==> src/rtl/pwm_duty_cmp_pkg.sv <==
package pwm_duty_cmp_pkg;

   typedef enum logic [1:0] {
      PWMDC_EDGE     = 2'b00,
      PWMDC_CENTER   = 2'b01,
      PWMDC_CTR_DBL  = 2'b10,
      PWMDC_CTR_DBL2 = 2'b11
   } pwmdc_mode_e;

endpackage

==> src/rtl/pwmdc_xfer_ctrl.sv <==
// Decides, per clock, whether staged duty values move into the live registers.
module pwmdc_xfer_ctrl
   import pwm_duty_cmp_pkg::*;
#(
   parameter int CNT_W = 15
) (
   input  logic [CNT_W-1:0] cnt_i,
   input  logic [CNT_W-1:0] period_i,
   input  logic             down_i,
   input  logic             en_i,
   input  logic [1:0]       mode_i,
   input  logic             upd_dis_i,
   output logic             load_o
);

   logic at_top;
   logic at_bottom_up;

   assign at_top       = (cnt_i == period_i);
   assign at_bottom_up = (cnt_i == '0) && !down_i;

   always_comb begin
      load_o = 1'b0;
      if (mode_i == PWMDC_EDGE) begin
         // update inhibit gates both the running and the idle transfer
         load_o = !upd_dis_i && (!en_i || at_top);
      end else if (mode_i == PWMDC_CENTER) begin
         load_o = !en_i || at_bottom_up;
      end else begin
         load_o = !en_i || at_bottom_up || at_top;
      end
   end

endmodule

==> src/rtl/pwmdc_half_phase.sv <==
// Tells which half of the current clock cycle is running, using one flop per edge.
module pwmdc_half_phase (
   input  logic clk,
   input  logic rst_n,
   output logic second_half_o
);

   logic tgl_pos;
   logic tgl_neg;

   always_ff @(posedge clk or negedge rst_n) begin
      if (!rst_n) tgl_pos <= 1'b0;
      else        tgl_pos <= !tgl_pos;
   end

   always_ff @(negedge clk or negedge rst_n) begin
      if (!rst_n) tgl_neg <= 1'b0;
      else        tgl_neg <= tgl_pos;
   end

   // the two toggles differ from a rising edge until the next falling edge
   assign second_half_o = (tgl_pos == tgl_neg);

endmodule

==> src/rtl/pwmdc_channel.sv <==
// One channel: staging register, live register, comparator and half-step edge.
module pwmdc_channel #(
   parameter int DUTY_W = 16,
   localparam int CNT_W = DUTY_W - 1
) (
   input  logic              clk,
   input  logic              rst_n,
   input  logic              wr_en_i,
   input  logic [DUTY_W-1:0] wr_data_i,
   input  logic              load_i,
   input  logic [CNT_W-1:0]  cnt_i,
   input  logic              down_i,
   input  logic              second_half_i,
   output logic [DUTY_W-1:0] act_o,
   output logic              pwm_o
);

   logic [DUTY_W-1:0] stage_q;
   logic [DUTY_W-1:0] act_q;
   logic [CNT_W-1:0]  thresh;
   logic              below_q;
   logic              half_q;
   logic              down_q;

   assign thresh = act_q[DUTY_W-1:1];

   always_ff @(posedge clk or negedge rst_n) begin
      if (!rst_n) begin
         stage_q <= '0;
         act_q   <= '0;
      end else begin
         if (wr_en_i) stage_q <= wr_data_i;
         if (load_i)  act_q   <= stage_q;
      end
   end

   always_ff @(posedge clk or negedge rst_n) begin
      if (!rst_n) begin
         below_q <= 1'b0;
         half_q  <= 1'b0;
         down_q  <= 1'b0;
      end else begin
         below_q <= (cnt_i < thresh);
         half_q  <= act_q[0] && (cnt_i == thresh);
         down_q  <= down_i;
      end
   end

   assign act_o = act_q;
   assign pwm_o = below_q | (half_q & (down_q ? second_half_i : !second_half_i));

   a_r8_below_is_high: assert property (@(posedge clk) disable iff (!rst_n)
      (cnt_i < act_q[DUTY_W-1:1]) |=> pwm_o);

   a_r8_zero_is_low: assert property (@(posedge clk) disable iff (!rst_n)
      (act_q == '0) |=> !pwm_o);

   a_r9_up_half_ends_low: assert property (@(posedge clk) disable iff (!rst_n)
      (act_q[0] && cnt_i == act_q[DUTY_W-1:1] && !down_i) |=> !pwm_o);

   a_r10_down_half_ends_high: assert property (@(posedge clk) disable iff (!rst_n)
      (act_q[0] && cnt_i == act_q[DUTY_W-1:1] && down_i) |=> pwm_o);

endmodule

==> src/rtl/pwm_duty_cmp.sv <==
module pwm_duty_cmp
   import pwm_duty_cmp_pkg::*;
#(
   parameter int NUM_CH = 3,
   parameter int DUTY_W = 16,
   localparam int CNT_W = DUTY_W - 1,
   localparam int SEL_W = (NUM_CH > 1) ? $clog2(NUM_CH) : 1
) (
   input  logic                     clk,
   input  logic                     rst_n,
   input  logic [CNT_W-1:0]         tb_cnt_i,
   input  logic [CNT_W-1:0]         tb_period_i,
   input  logic                     tb_down_i,
   input  logic                     tb_en_i,
   input  logic [1:0]               mode_i,
   input  logic                     upd_dis_i,
   input  logic                     wr_en_i,
   input  logic [SEL_W-1:0]         wr_sel_i,
   input  logic [DUTY_W-1:0]        wr_data_i,
   output logic [NUM_CH-1:0]        pwm_o,
   output logic [NUM_CH*DUTY_W-1:0] duty_active_o
);

   initial begin
      a_cfg_duty_w: assert (DUTY_W >= 2)
         else $error("DUTY_W must leave at least one compare bit");
      a_cfg_num_ch: assert (NUM_CH >= 1)
         else $error("NUM_CH must be at least 1");
   end

   logic load;
   logic second_half;

   pwmdc_xfer_ctrl #(.CNT_W(CNT_W)) u_xfer (
      .cnt_i     (tb_cnt_i),
      .period_i  (tb_period_i),
      .down_i    (tb_down_i),
      .en_i      (tb_en_i),
      .mode_i    (mode_i),
      .upd_dis_i (upd_dis_i),
      .load_o    (load)
   );

   pwmdc_half_phase u_phase (
      .clk           (clk),
      .rst_n         (rst_n),
      .second_half_o (second_half)
   );

   for (genvar k = 0; k < NUM_CH; k++) begin : g_ch
      logic wr_hit;
      assign wr_hit = wr_en_i && (wr_sel_i == SEL_W'(k));

      pwmdc_channel #(.DUTY_W(DUTY_W)) u_chan (
         .clk           (clk),
         .rst_n         (rst_n),
         .wr_en_i       (wr_hit),
         .wr_data_i     (wr_data_i),
         .load_i        (load),
         .cnt_i         (tb_cnt_i),
         .down_i        (tb_down_i),
         .second_half_i (second_half),
         .act_o         (duty_active_o[k*DUTY_W +: DUTY_W]),
         .pwm_o         (pwm_o[k])
      );

      a_r2_edge_hold_midperiod: assert property (@(posedge clk) disable iff (!rst_n)
         (tb_en_i && mode_i == PWMDC_EDGE && tb_cnt_i != tb_period_i)
         |=> $stable(duty_active_o[k*DUTY_W +: DUTY_W]));

      a_r4_inhibit_freezes: assert property (@(posedge clk) disable iff (!rst_n)
         (mode_i == PWMDC_EDGE && upd_dis_i)
         |=> $stable(duty_active_o[k*DUTY_W +: DUTY_W]));

      a_r5_center_only_at_zero_up: assert property (@(posedge clk) disable iff (!rst_n)
         (tb_en_i && mode_i == PWMDC_CENTER && !(tb_cnt_i == '0 && !tb_down_i))
         |=> $stable(duty_active_o[k*DUTY_W +: DUTY_W]));
   end

endmodule

==> config.mk <==
export PLATFORM = sky130hd
export DESIGN_NAME = pwm_duty_cmp
export DESIGN_NICKNAME = d
export VERILOG_FILES = /design/src/rtl/pwm_duty_cmp_pkg.sv /design/src/rtl/pwmdc_xfer_ctrl.sv /design/src/rtl/pwmdc_half_phase.sv /design/src/rtl/pwmdc_channel.sv /design/src/rtl/pwm_duty_cmp.sv
export SDC_FILE = /design/constraint.sdc
export NUM_CORES = 1
export LEC_CHECK = 0
export ABC_AREA = 0
export BUFFER_PORTS_ARGS = -buffer_cell sky130_fd_sc_hd__buf_2
export CORE_UTILIZATION = 50
export CTS_CLUSTER_SIZE = 8
export DETAILED_ROUTE_END_ITERATION = 7
export PLACE_DENSITY = 0.77
export SLEW_MARGIN = 10
export SYNTH_ARGS = -nofsm -noshare
export SYNTH_HDL_FRONTEND = slang
export SYNTH_SLANG_ARGS = --single-unit
==> constraint.sdc <==
create_clock -name clk -period 1.31 [get_ports clk]
set_input_delay 0.3275 -clock clk [delete_from_list [all_inputs] [get_ports clk]]
set_output_delay 0.3275 -clock clk [all_outputs]
set_load 0.005 [all_outputs]
### Word-level counts from Yosys, hierarchy flattened

Cells that the tools add are included.

* flip-flop bits (word level): 105
* output and inout port bits: 51
* word-level logic and storage cells: 54

* magnitude comparators: 3
* equality and inequality tests: 8
* muxes and demuxes: 3
* bitwise gates (word level): 6
* reductions and logical operators: 19

Operator list (number)
* 15-bit == test: 4
* 15-bit < comparator: 3
* 15-bit zero test: 1
* 1-bit logical AND: 8
* 1-bit zero test: 5
* 2-bit by 1-bit == test with 1-bit output, second input constant: 2
* 2-bit zero test: 2
* 1-bit AND: 3
* 1-bit logical OR: 3
* 1-bit two-way mux: 3
* 1-bit OR: 3
* 2-bit == test, second input constant: 1
* 1-bit == test: 1

### Logic depth before layout (Yosys ltp)

* depth in word-level cells: 6
* depth in mapped cells: 7
* depth with buffers taken out: 7

### Modules after synthesis

Synthesis repeated with hierarchy kept, for this count alone.

* cells, all modules: 456
* area total of the unflattened synthesis: 5195.0 µm²

Modules (own cells, without submodules)
* pwmdc_channel at g_ch[1].u_chan ...: instances 2, cells an instance 140, area each 1624.1 µm²
* pwmdc_channel at g_ch[0].u_chan: instances 1, cells an instance 139, area each 1629.1 µm²
* pwmdc_xfer_ctrl: instances 1, cells an instance 30, area each 225.2 µm²
* pwmdc_half_phase: instances 1, cells an instance 4, area each 62.6 µm²
* pwm_duty_cmp: instances 1, cells an instance 3, area each 30.0 µm²

==> results.toml <==
[sta]
finalWorstSetupSlack_ps = -1010
hold_violations = 0
slew_violations = 0
tightest_slew_ps = 549
clock_skew_ps = 14.3
slew_headroom_pct = 63.4
rsz0062_at_grt = "yes"
finalSetupViolCount = 96

[finish]
syn_to_final_growth_pct = 49.9
multiInputGateArea_sq_um = 2830
fin_nets = 710
seqCellArea_sq_um = 2630
diodes = 0
n_fill_cell = 579
layout-drive-gt1-share_pct = 61.2

[clock_network]
clkSinkCount = 105
clockRootBuffer = "clkbuf_8"
clk_pin_slew_ps = 90
cts_tree = "done"
cts_made_buffers = 9
cts_max_path_buffers = 2
htreeDepth = 3
clk_latency_ps = 380

[grt]
grt_start_max_net_pins = 63
grt_use_total_pct = 31.7
overflow = 0
grt_pass1_vias = 4654
grt_pass1_wl_mm = 25.7
antenna_found_initial = 1

[floorplan]
dieArea_sq_um = 10900
placementRows = 37
ioPinCount = 107
die_y_um = 105
fp.dieW_um = 105
core-area_sq_um = 10300
start_util_pct = 51.2

[route]
drc_errors = 2
drt-wirelength-per-cell_um = 24.6
drt_iter0_markers = 278
wl_mm = 18.4
vias = 4399
antenna_left = 0
dr.pass1.iters = 7
vias_per_cell = 5.87

[worst_setup_path]
cp_top_family = "flip-flops"
end_kind = "primary output"
path_cells = "xnor2_2 -> a21o_1 -> buf_2"
cp_max_fo = 3
worstSetupPathType = "reg -> out"
cp.arrival_ps = 1990
critPathMaxStageDelay_ps = 380
slowest_stage = "dfrtn_1"
critical_path_buf_inv_count = 1
worst-endpoint-required_ps = 980
crit_path_start_kind = "flop"

[power_and_ir_drop]
total_power_mw = 11.7
ir_drop_mv = 0.809
leakage_nw = 3.80
power_density_nw_per_um2 = 1490

[synth]
syn_area_per_cell_sq_um = 13.0
ys_ff_latch = 105
ys_types = 25
ys_warn_count = 0
syn_nets = 505
netlist_instances = 404
seq_area_frac_synth_pct = 49.9
syn_area_sq_um = 5260

[place]
portBuffers = 106
hpwl_mm = 10.1
gp_congestion = 0.937
pre_cts_ws_ps = -715

[worst_hold_path]
worstHoldPathType = "in -> reg"

[outcome]
status = "finished with violations"
violations = "DRC, setup timing"

[run]
cap_violations = 0
[placed cells by master, fill, tap and decap left out, types with 3 or more instances in the layout]
master,count
xor2_1,9
ha_4,18
inv_1,35
buf_4,42
buf_2,59
a21o_1,16
xnor2_2,6
a21oi_2,8
o21ai_2,3
nand4_1,14
nor4_2,5
buf_6,88
mux2_2,76
nor4_1,5
a21oi_1,4
buf_12,7
clkbuf_8,10
ha_1,27
o21ai_0,4
inv_2,12
mux2_4,20
nor4_4,4
dfrtp_1,103
nor2_1,5
buf_16,5
[Yosys cell counts (all sizes together)]
cell type  count  share of area (%)
o21ai          9               0.86
inv           47                3.4
clkbuf         2               0.14
o21a           2               0.29
nor3b          1               0.24
a21o          16                2.3
a31oi          1               0.12
mux2          96                 22
dfrtn          1               0.48
a21oi         12                1.1
nor3           1              0.095
buf            9                1.3
ha            45                 11
nand3b         2               0.29
nand4         14                1.7
nor4          14                1.7
xor2          10                1.7
nor2b          2               0.24
nor2           5               0.36
xnor2          7                1.2
a211oi         4               0.57
dfrtp        104                 49
[sequential cells by signal, indices dropped and copies added (netlist names)]
register and cells:
g_ch.u_chan.down_q 1, u_phase.tgl_pos 1, u_phase.tgl_neg 1, g_ch.u_chan.below_q 3, g_ch.u_chan.act_o 48, g_ch.u_chan.stage_q 48
g_ch.u_chan.half_q 3
[final cells by class]
cell class	count	area share, %
multi-input cells	241	35.8
flip-flops and latches	105	33.3
repair buffers	205	24.4
inverters	47	2.24
well taps	136	2.16
clock buffers	12	1.84
clock inverters	3	0.222
[through the flow]
stage	utilization [%]	std cells	hold WS [ps]	area [sq um]	TNS [ps]
floorplan	-	404	31.9	5340	-11620
global placement	64.1	710	378	6590	-37520
detailed placement	64.1	710	383	6590	-37120
CTS	74.3	744	118	7640	-18330
global route	76.8	749	120	7890	-29240
finish	76.8	749	122	7890	-25320
[layer usage]
| metal | up-vias | GRT usage, % | part of all wire (%) |
|---|---|---|---|
| li1 | 1848 | - | - |
| met1 | 2179 | 37.0 | 37 |
| met2 | 264 | 52.6 | 49 |
| met3 | 108 | 7.42 | 7.4 |
| met4 | 0 | 20.4 | 6.6 |
| met5 | - | 0 | 0 |
[logic make-up after synthesis]
group	share of synthesized area, %
AO/OA/AOI/OAI	5.25
multiplexers	22.0
AND/OR/NAND/NOR	4.54
buffers and inverters	4.78
flip-flops	49.9
adder cells (fa/ha/maj)	10.7
XOR/XNOR	2.83
[worst paths after layout]
kind                                           start                        end  cells past startpoint  slack (ps)
setup / recovery                     u_phase.tgl_neg                   pwm_o[2]                      3       -1010
hold / removal                             tb_down_i      g_ch[2].u_chan.down_q                      1         120
setup reg to reg             g_ch[1].u_chan.act_o[9]     g_ch[1].u_chan.below_q                      7        -370
hold reg to reg            g_ch[0].u_chan.stage_q[9]    g_ch[0].u_chan.act_o[9]                      1         500
max in group asynchronous                      rst_n      g_ch[0].u_chan.half_q                      3         310
min in group asynchronous                      rst_n  g_ch[0].u_chan.stage_q[3]                      3         510
[repair_timing]
action	CTS	global route
setup endpoints to repair	97	94
hold buffers	1	0
cloned	6	0
gates resized for setup	125	55
hold endpoints to repair	62	0
setup buffers	19	19
pin swaps	24	29
[where the power goes]
| group | switching [mW] | internal, mW | total, mW |
|---|---|---|---|
| sequential | 0.567 | 3.95 | 4.52 |
| combinational | 2.20 | 3.17 | 5.37 |
| clock | 1.12 | 0.730 | 1.85 |
No activity file was read; power rests on OpenSTA's default activity.
